### config.mk
export PLATFORM = sky130hd
export DESIGN_NAME = flash_cmd_decoder
export DESIGN_NICKNAME = d
export VERILOG_FILES = /design/src/rtl/fcd_pkg.sv /design/src/rtl/fcd_bus_capture.sv /design/src/rtl/fcd_sequencer.sv /design/src/rtl/fcd_ident.sv /design/src/rtl/flash_cmd_decoder.sv
export SDC_FILE = /design/constraint.sdc
export NUM_CORES = 1
export LEC_CHECK = 0
export ABC_AREA = 1
export BUFFER_PORTS_ARGS = -buffer_cell sky130_fd_sc_hd__buf_2
export CAP_MARGIN = 20
export CORE_AREA = 3 3 93 95
export CTS_CLUSTER_DIAMETER = 80
export DETAILED_ROUTE_END_ITERATION = 7
export DIE_AREA = 0 0 96 98
export GPL_TIMING_DRIVEN = 1
export SETUP_SLACK_MARGIN = 0.15
export SYNTH_ARGS = -nofsm -noshare
export SYNTH_HDL_FRONTEND = slang
export SYNTH_SLANG_ARGS = --single-unit
export TNS_END_PERCENT = 1
### constraint.sdc
create_clock -name clk -period 4.2 [get_ports clk]
set_clock_uncertainty 0.1 [all_clocks]
set_input_delay 0.42 -clock clk [delete_from_list [all_inputs] [get_ports clk]]
set_output_delay 0.42 -clock clk [all_outputs]
set_load 0.01 [all_outputs]
### src/rtl/fcd_pkg.sv
package fcd_pkg;
  localparam int CMP_W = 16;
  localparam logic [CMP_W-1:0] UNLOCK_A1 = 16'h5555;
  localparam logic [CMP_W-1:0] UNLOCK_A2 = 16'h2AAA;
  localparam logic [7:0] UNLOCK_D1  = 8'hAA;
  localparam logic [7:0] UNLOCK_D2  = 8'h55;
  localparam logic [7:0] OP_PROGRAM = 8'hA0;
  localparam logic [7:0] OP_IDENT   = 8'h90;
  localparam logic [7:0] OP_ERASE   = 8'h80;
  localparam logic [7:0] OP_CHIP    = 8'h10;
  localparam logic [7:0] OP_RETURN  = 8'hF0;

  typedef enum logic [2:0] {
    SQ_IDLE, SQ_UNL1, SQ_UNL2, SQ_PROG, SQ_ERS0, SQ_ERS1, SQ_ERS2
  } seq_state_t;

  function automatic logic [7:0] odd_par(input logic [6:0] v);
    return {~^v, v};
  endfunction
endpackage

### src/rtl/fcd_bus_capture.sv
module fcd_bus_capture #(
  parameter int ADDR_W = 16,
  parameter int DATA_W = 8
) (
  input  logic              clk,
  input  logic              rst_n,
  input  logic              ce_n,
  input  logic              we_n,
  input  logic [ADDR_W-1:0] addr_i,
  input  logic [DATA_W-1:0] data_i,
  output logic              wr_stb_o,
  output logic [ADDR_W-1:0] wr_addr_o,
  output logic [DATA_W-1:0] wr_data_o
);
  logic              act, act_q;
  logic [ADDR_W-1:0] addr_q, addr_d;
  logic [DATA_W-1:0] data_q, data_d;

  // both enables low: window opens at the later fall, closes at the earlier rise
  always_comb begin
    act    = ~ce_n & ~we_n;
    addr_d = (act & ~act_q) ? addr_i : addr_q;
    data_d = act ? data_i : data_q;
  end

  always_ff @(posedge clk or negedge rst_n) begin
    if (!rst_n) begin
      act_q  <= 1'b0;
      addr_q <= '0;
      data_q <= '0;
    end else begin
      act_q  <= act;
      addr_q <= addr_d;
      data_q <= data_d;
    end
  end

  assign wr_stb_o  = act_q & ~act;
  assign wr_addr_o = addr_q;
  assign wr_data_o = data_q;
endmodule

### src/rtl/fcd_sequencer.sv
module fcd_sequencer
  import fcd_pkg::*;
#(
  parameter int ADDR_W = 16
) (
  input  logic              clk,
  input  logic              rst_n,
  input  logic              wr_stb_i,
  input  logic [ADDR_W-1:0] wr_addr_i,
  input  logic [7:0]        wr_data_i,
  input  logic              busy_i,
  output logic              autosel_o,
  output logic              prog_start_o,
  output logic              erase_start_o,
  output logic [ADDR_W-1:0] cmd_addr_o,
  output logic [7:0]        cmd_data_o
);
  seq_state_t        st_q, st_d;
  logic              as_q, as_d;
  logic              ps_q, ps_d, es_q, es_d;
  logic [ADDR_W-1:0] ca_q, ca_d;
  logic [7:0]        cd_q, cd_d;
  logic              at_a1, at_a2, is_u1, is_u2, want_data;

  always_comb begin
    at_a1     = (wr_addr_i[CMP_W-1:0] == UNLOCK_A1);
    at_a2     = (wr_addr_i[CMP_W-1:0] == UNLOCK_A2);
    is_u1     = at_a1 && (wr_data_i == UNLOCK_D1);
    is_u2     = at_a2 && (wr_data_i == UNLOCK_D2);
    want_data = (st_q == SQ_PROG) && !busy_i;

    st_d = st_q;
    as_d = as_q;
    ps_d = 1'b0;
    es_d = 1'b0;
    ca_d = ca_q;
    cd_d = cd_q;
    if (wr_stb_i) begin
      if ((wr_data_i == OP_RETURN) && !want_data) begin
        st_d = SQ_IDLE;
        as_d = 1'b0;
      end else if (!busy_i) begin
        st_d = SQ_IDLE;
        unique case (st_q)
          SQ_IDLE: if (is_u1) st_d = SQ_UNL1;
          SQ_UNL1: if (is_u2) st_d = SQ_UNL2;
          SQ_UNL2: begin
            if (at_a1 && wr_data_i == OP_PROGRAM)    st_d = SQ_PROG;
            else if (at_a1 && wr_data_i == OP_ERASE) st_d = SQ_ERS0;
            else if (at_a1 && wr_data_i == OP_IDENT) as_d = 1'b1;
          end
          SQ_PROG: begin
            ps_d = 1'b1;
            ca_d = wr_addr_i;
            cd_d = wr_data_i;
          end
          SQ_ERS0: if (is_u1) st_d = SQ_ERS1;
          SQ_ERS1: if (is_u2) st_d = SQ_ERS2;
          SQ_ERS2: if (at_a1 && wr_data_i == OP_CHIP) es_d = 1'b1;
          default: st_d = SQ_IDLE;
        endcase
      end
    end
  end

  always_ff @(posedge clk or negedge rst_n) begin
    if (!rst_n) begin
      st_q <= SQ_IDLE;
      as_q <= 1'b0;
      ps_q <= 1'b0;
      es_q <= 1'b0;
      ca_q <= '0;
      cd_q <= '0;
    end else begin
      st_q <= st_d;
      as_q <= as_d;
      ps_q <= ps_d;
      es_q <= es_d;
      ca_q <= ca_d;
      cd_q <= cd_d;
    end
  end

  assign autosel_o     = as_q;
  assign prog_start_o  = ps_q;
  assign erase_start_o = es_q;
  assign cmd_addr_o    = ca_q;
  assign cmd_data_o    = cd_q;
endmodule

### src/rtl/fcd_ident.sv
module fcd_ident
  import fcd_pkg::*;
#(
  parameter int SECT_W = 3,
  parameter logic [6:0] MFR_ID7 = 7'h01,
  parameter logic [6:0] DEV_ID7 = 7'h24
) (
  input  logic [7:0]            low_byte_i,
  input  logic [SECT_W-1:0]     sector_i,
  input  logic [(1<<SECT_W)-1:0] prot_i,
  output logic [7:0]            code_o
);
  always_comb begin
    unique case (low_byte_i)
      8'h00:   code_o = odd_par(MFR_ID7);
      8'h01:   code_o = odd_par(DEV_ID7);
      8'h02:   code_o = odd_par({6'd0, prot_i[sector_i]});
      default: code_o = odd_par(7'd0);
    endcase
  end
endmodule

### src/rtl/flash_cmd_decoder.sv
module flash_cmd_decoder #(
  parameter int ADDR_W = 16,
  parameter int SECT_W = 3,
  localparam int NSECT = 1 << SECT_W
) (
  input  logic              clk,
  input  logic              rst_n,
  input  logic              ce_n,
  input  logic              we_n,
  input  logic [ADDR_W-1:0] addr_i,
  input  logic [7:0]        wdata_i,
  input  logic [7:0]        array_rdata_i,
  input  logic              busy_i,
  input  logic [NSECT-1:0]  prot_i,
  output logic [7:0]        rdata_o,
  output logic              autosel_o,
  output logic              prog_start_o,
  output logic              erase_start_o,
  output logic [ADDR_W-1:0] cmd_addr_o,
  output logic [7:0]        cmd_data_o
);
  logic              wr_stb;
  logic [ADDR_W-1:0] wr_addr;
  logic [7:0]        wr_data;
  logic [7:0]        id_code;

  fcd_bus_capture #(.ADDR_W(ADDR_W), .DATA_W(8)) u_cap (
    .clk(clk), .rst_n(rst_n), .ce_n(ce_n), .we_n(we_n),
    .addr_i(addr_i), .data_i(wdata_i),
    .wr_stb_o(wr_stb), .wr_addr_o(wr_addr), .wr_data_o(wr_data)
  );

  fcd_sequencer #(.ADDR_W(ADDR_W)) u_seq (
    .clk(clk), .rst_n(rst_n), .wr_stb_i(wr_stb), .wr_addr_i(wr_addr),
    .wr_data_i(wr_data), .busy_i(busy_i), .autosel_o(autosel_o),
    .prog_start_o(prog_start_o), .erase_start_o(erase_start_o),
    .cmd_addr_o(cmd_addr_o), .cmd_data_o(cmd_data_o)
  );

  fcd_ident #(.SECT_W(SECT_W)) u_id (
    .low_byte_i(addr_i[7:0]), .sector_i(addr_i[ADDR_W-1 -: SECT_W]),
    .prot_i(prot_i), .code_o(id_code)
  );

  assign rdata_o = autosel_o ? id_code : array_rdata_i;
endmodule

# --- Yosys cells after proc, flatten, opt, wreduce, memory -nomap -nowiden ---
# Cells that the tools add are included.
totals:
  out_inout_bits: 35
  ff_bits: 55
  inputBits: 45
  elab_cells: 85
classes:
  n_eq_ne: 20
  bitwise: 9
  n_mux: 28
  n_lt_le_gt_ge: 1
  n_reduce_logical: 18
op_table:
  columns: ["op", "n"]
  rows:
  - ["8-bit == test, second input constant", 5]
  - ["8-bit one-hot mux with 3 select lines", 1]
  - ["3-bit 2-to-1 mux", 6]
  - ["1-bit 2-to-1 mux", 17]
  - ["16-bit by 14-bit == test with 1-bit output, second input constant", 1]
  - ["16-bit by 15-bit == test with 1-bit output, second input constant", 1]
  - ["3-bit one-hot mux with 5 select lines", 1]
  - ["3-bit == test, second input constant", 3]
  - ["8-bit by 1-bit == test with 1-bit output, second input constant", 1]
  - ["8-bit by 2-bit == test with 1-bit output, second input constant", 1]
  - ["8-bit by 5-bit == test with 1-bit output, second input constant", 1]
  - ["8-bit by 7-bit == test with 1-bit output, second input constant", 1]
  - ["1-bit logical AND", 8]
  - ["8-bit logical NOT", 1]
  - ["8-bit 2-to-1 mux", 1]
  - ["7-bit XNOR reduction", 1]
  - ["3-bit by 2-bit == test with 1-bit output, second input constant", 2]
  - ["2-bit by 1-bit inequality test with 1-bit output, second input constant", 3]
  - ["1-bit inverter", 6]
  - ["6-bit AND reduction", 1]
  - ["3-bit by 4-bit < comparator with 1-bit output, second input constant", 1]
  - ["4-bit AND reduction", 1]
  - ["2-bit nonzero test", 2]
  - ["1-bit bitwise AND", 3]
  - ["6 further kinds", 7]

# --- Longest topological paths before layout ---
depth:
  depth_word: 8
  depth_mapped: 9
  mapped_depth_nobuf: 9

# --- Hierarchy ---
# Synthesis repeated with hierarchy kept, for this count alone.
hier_totals:
  cells_unflattened: 385
  area_unflattened_um2: 2990.4
by_module_without_submodules:
  columns: ["module", "area_each_um2", "n_inst", "seq_area_each_um2", "cells_each"]
  rows:
  - ["fcd_sequencer", 1656.6, 1, 750.7, 209]
  - ["fcd_bus_capture", 1012.2, 1, 625.6, 107]
  - ["fcd_ident", 216.5, 1, 0.0, 43]
  - ["flash_cmd_decoder", 105.1, 1, 0.0, 26]

# --- Worst setup path before layout ---
# No wires, ideal clock.
synth_path:
  kind: "input-to-output"
  start: "in addr_i[15]"
  end: "out rdata_o[7]"
  arrival_ns: 0.966
  path_slack_ns: 2.714
  t_required_ns: 3.680
  n_path_buf: 0
  stages: 7
  path_cell_list: "inv_1 -> nand2_1 -> o211ai_1 -> nand3_1 -> nand2_1 -> nand2_1 -> nand2_1"
synth_between:
  elab_chain_len: 5
synth_lines:
  columns: ["item", "line_no", "rtl"]
  rows:
  - ["from (decl)", "flash_cmd_decoder.sv:10", "input logic [ADDR_W-1:0] addr_i,"]
  - ["1-bit binary-select mux with 3-bit select", "fcd_ident.sv:17", "8'h02: code_o = odd_par({6'd0, prot_i[sector_i]});"]
  - ["1-bit 2-to-1 mux (not written as such)", "fcd_ident.sv:17", null]
  - ["7-bit XNOR reduction", "fcd_pkg.sv:18", "return {~^v, v};"]
  - ["8-bit one-hot mux with 3 select lines", "fcd_ident.sv:14", "unique case (low_byte_i)"]
  - ["8-bit 2-to-1 mux", "flash_cmd_decoder.sv:45", "assign rdata_o = autosel_o ? id_code : array_rdata_i;"]
  - ["to (decl)", "flash_cmd_decoder.sv:15", "output logic [7:0] rdata_o,"]
# No other way between the ends. The select of a mux whose other input is x is not followed.

# --- Final worst setup path ---
layout_path:
  start: "in addr_i[7]"
  end: "out rdata_o[7]"
layout_between:
  elab_chain_len: 3
  elab_cells_between_ends: 5
  cone_classes: "eq/ne (2); mux (2); reduce/logical (1)"
layout_lines:
  columns: ["item", "line_no"]
  rows:
  - ["8-bit by 2-bit == test with 1-bit output, or another cell as far along", "fcd_ident.sv:14"]
  - ["8-bit one-hot mux with 3 select lines (*)", "fcd_ident.sv:14"]
  - ["8-bit 2-to-1 mux (*)", "flash_cmd_decoder.sv:45"]
# Mark *: on every way between the ends. The rest lies on a longest branch, timed or not.

==> summary.md <==
| Metric | Value |
|---|---|
| Post-CTS Hold Buffers | `0` |
| Total Negative Setup Slacks | `0 ps` |
| Initial antenna violation count | `0` |
| Cell at the root of the clock tree | `sky130_fd_sc_hd__clkbuf_8` |
| Largest vdd supply drop | `0.138 mV` |
| Highest Clock Rate | `~0.55 GHz` |
| Power Dens Cells | `321 nW/um2` |
| First-pass iteration count of the detailed router | `4` |
| Clock slew at the register clock pins of the worst setup and hold paths | `100 ps` |
| Count of cells resized by post-cts repair | `0` |
| Die span in x | `~96 um` |
| Crit path buffers/inverters | `3` |
| Sequential cell area fraction in the yosys report | `0.506` |
| Hpwl dp | `4990 um` |
| CP startpoint kind | `input pin` |
| Total congestion overflow after global routing | `0` |
| Layout Utilization | `0.421` |
| Layout Area Growth over Synthesis | `20.7%` |
| Critical path arrival | `1290 ps` |
| Leak | `around 1.8 nW` |
| Maximum count of clock buffers along a single path | `2` |
| Routability congestion estimate from global placement | `just over 0.9` |
| Residual DRC | `0` |
| Row count | `32` |
| Routed vias | `2494` |
| Die area | `9410 um2` |
| Final hold viol count | `0` |
| Normalized max-slew margin | `0.386` |
| Cell internal power dissipation | `0.753 mW` |
| H-Tree Depth | `2` |
| IO buf count | `79` |
| Cell occurring most often along the worst timing path | `sky130_fd_sc_hd__nand2_1` |
| Gate family responsible for the most delay along the worst path | `simple AND/OR/NAND/NOR gates` |
| Mapped Cells | `358` |
| Proportion of power drawn by combinational gates | `0.147` |
| Crit path largest cell delay | `260 ps` |
| Setup repair after global routing missed its margin | `false` |
| Final antenna diode count | `0` |
| Number of buffers inserted during clock tree synthesis | `5` |
| Setup repair bufs after CTS | `0` |
| GRT Overall Usage | `0.143` |
| Most common flop cell mapped by yosys | `sky130_fd_sc_hd__dfrtp_1` |
| Number of enable flip-flop cells after synthesis | `0` |
| Power spent charging and discharging nets | `0.302 mW` |
| Initial detailed-routing violation count | `179` |
| Clk sink count | `55` |
| Syn. warnings | `0` |
| Maximum number of pins on one net before global-route repair | `56` |
| Clock latency on the worst-skew pair | `300 ps` |
| Final period demand of the worst path | `1810 ps` |
| Slew @ Worst Pin | `919 ps` |
| Sequence of cells on the critical path | `buf_2 -> inv_1 -> nand4_1 -> nor3_1 -> nand2_1 -> nand2_1 -> nand2_1 -> buf_2` |
| Outcome | `finished, final reports clean` |
| Worst Path Class, Setup | `input pin to output port` |
| Setup slack on the worst flop-to-flop path | `between 2000 and 3000 ps` |
| Standard cell core area | `7810 um2` |
| # Max-Cap Violations | `0` |
| Avg Cell Area, Syn | `~7.6 um2` |
| Slowest stage cell on the critical path | `sky130_fd_sc_hd__nor3_1` |
| Die Span Y | `98 um` |
| Initial Utilization | `0.349` |
| Vias in the first global route | `2374` |
| Highest fanout seen on the critical path | `2` |
| Total Routed Length | `6370 um` |
| Async S/R FF share, synth | `1.00` |
| First-pass GRT wire length | `10700 um` |
| Antenna Violating Nets Remaining | `0` |
| Share of final-layout standard cells stronger than drive strength 1 | `0.229` |
| Hold Path Class | `input pin to async pin` |
| Syn Std Cell Area | `2720 um2` |
| Tcrit/Tclk final | `0.432` |
| Net Count, Synth | `403` |
| Final #Nets | `480` |
| Seq cells post-synth | `55` |
| # IOs | `80` |
| Setup violators final | `0` |
| Sequential share of power | `0.567` |
| Worst path required time | `3680 ps` |
| Sort of element at the end of the critical path | `output port` |
| Clock network fraction of total power | `0.286` |
| Sw Ratio | `0.286` |
| Total count of max-transition violations in the final report | `0` |
| Post-detailed-route wirelength per cell | `roughly 12 um` |
| Vias per std cell | `4.64` |
| Filler Cell Count | `about 830` |
| CTS tree | `built` |
| Unique cell type count in the Yosys netlist | `24` |
==> state kept, by name, summed over array words and instances (netlist names) <==
name,cells
u_cap.act_q,1
u_cap.wr_addr_o,16
u_cap.wr_data_o,8
u_seq.autosel_o,1
u_seq.cmd_addr_o,16
u_seq.cmd_data_o,8
u_seq.erase_start_o,1
u_seq.prog_start_o,1
u_seq.st_q,3
==> metal layers <==
layer  GRT usage  vias up  share of wire
met3      0.0285        9          0.059
met1       0.188     1137           0.48
met4      0.0492        0          0.016
met5           0        -              0
met2       0.233       69           0.44
li1            -     1279              -
==> synth_stat cells, types with 2 or more instances <==
library cell	n	area share
sky130_fd_sc_hd__o21ai_1	16	0.029
sky130_fd_sc_hd__buf_2	2	0.0037
sky130_fd_sc_hd__nor2_1	40	0.055
sky130_fd_sc_hd__nand2_1	106	0.15
sky130_fd_sc_hd__nor3_1	5	0.0092
sky130_fd_sc_hd__clkbuf_1	5	0.0069
sky130_fd_sc_hd__nand4_1	8	0.018
sky130_fd_sc_hd__inv_2	2	0.0028
sky130_fd_sc_hd__dfrtp_1	55	0.51
sky130_fd_sc_hd__buf_6	3	0.012
sky130_fd_sc_hd__inv_1	49	0.068
sky130_fd_sc_hd__nor4_1	2	0.0046
sky130_fd_sc_hd__a21oi_1	7	0.013
sky130_fd_sc_hd__nor3b_1	2	0.0055
sky130_fd_sc_hd__nor2_4	2	0.0083
sky130_fd_sc_hd__nor2_2	3	0.0069
sky130_fd_sc_hd__o21ai_2	4	0.013
sky130_fd_sc_hd__nand3_1	19	0.035
sky130_fd_sc_hd__o21ai_0	23	0.042
==> power by group through the flow <==
stage	sequential, mW	combinational [mW]	clock [mW]
floorplan	0.598	0.0983	0
global placement	0.608	0.155	0
detailed placement	0.609	0.159	0
CTS	0.598	0.159	0.315
global route	0.604	0.183	0.341
finish	0.598	0.156	0.302
==> metrics by stage <==
step / hold slack (ps) / std cells / cell area, um2 / worst slack [ps] / power (mW)
2_1_floorplan: 24.4 / 358 / 2720 / 2710 / 0.696
3_3_place_gp: 366 / 530 / 3190 / 2170 / 0.762
3_5_place_dp: 365 / 530 / 3190 / 2060 / 0.767
4_1_cts: 164 / 538 / 3290 / 2340 / 1.07
5_1_grt: 191 / 538 / 3290 / 2140 / 1.13
6_report: 127 / 538 / 3290 / 2390 / 1.06
==> cells by family (layout without fill, tap and decap cells) <==
logic type,count (synthesis),in the layout,share of synthesized area
buffers and inverters,61,139,0.0933
AND/OR/NAND/NOR,190,190,0.298
flip-flops,55,55,0.506
AO/OA/AOI/OAI,52,52,0.103
==> worst paths after layout <==
check / from / end / cells past startpoint
max: addr_i[7] / rdata_o[7] / 8
min: rst_n / u_seq.cmd_addr_o[4]$_DFFE_PN0P_ / 2
max reg2reg: u_seq.st_q[2]$_DFFE_PN0P_ / u_seq.cmd_addr_o[5]$_DFFE_PN0P_ / 6
min reg2reg: u_seq.cmd_data_o[5]$_DFFE_PN0P_ / u_seq.cmd_data_o[5]$_DFFE_PN0P_ / 2
max in group asynchronous: rst_n / u_cap.wr_data_o[1]$_DFFE_PN0P_ / 2
min in group clk: wdata_i[4] / u_cap.wr_data_o[4]$_DFFE_PN0P_ / 3
==> layout by cell type, fill, tap and decap left out, types with 2 or more instances in the layout <==
| cell | instances |
|---|---|
| sky130_fd_sc_hd__nor3b_1 | 2 |
| sky130_fd_sc_hd__o21ai_0 | 23 |
| sky130_fd_sc_hd__dfrtp_1 | 55 |
| sky130_fd_sc_hd__nor2_2 | 3 |
| sky130_fd_sc_hd__nand3_1 | 19 |
| sky130_fd_sc_hd__nor2_1 | 40 |
| sky130_fd_sc_hd__nand4_1 | 8 |
| sky130_fd_sc_hd__o21ai_1 | 16 |
| sky130_fd_sc_hd__nor4_1 | 2 |
| sky130_fd_sc_hd__nand2_1 | 106 |
| sky130_fd_sc_hd__inv_2 | 2 |
| sky130_fd_sc_hd__nor2_4 | 2 |
| sky130_fd_sc_hd__inv_1 | 49 |
| sky130_fd_sc_hd__clkbuf_8 | 6 |
| sky130_fd_sc_hd__buf_2 | 79 |
| sky130_fd_sc_hd__nor3_1 | 5 |
| sky130_fd_sc_hd__a21oi_1 | 7 |
| sky130_fd_sc_hd__o21ai_2 | 4 |
==> layout make-up <==
| type | instances | area (um2) | area share |
|---|---|---|---|
| well taps | 102 | 128 | 0.0388 |
| inverters | 51 | 191 | 0.0583 |
| repair buffers | 80 | 403 | 0.123 |
| multi-input cells | 242 | 1090 | 0.332 |
| clock inverters | 1 | 8.76 | 0.00267 |
| clock buffers | 7 | 86.3 | 0.0263 |
| flip-flops and latches | 55 | 1380 | 0.419 |
No activity file was read; power rests on OpenSTA's default activity.
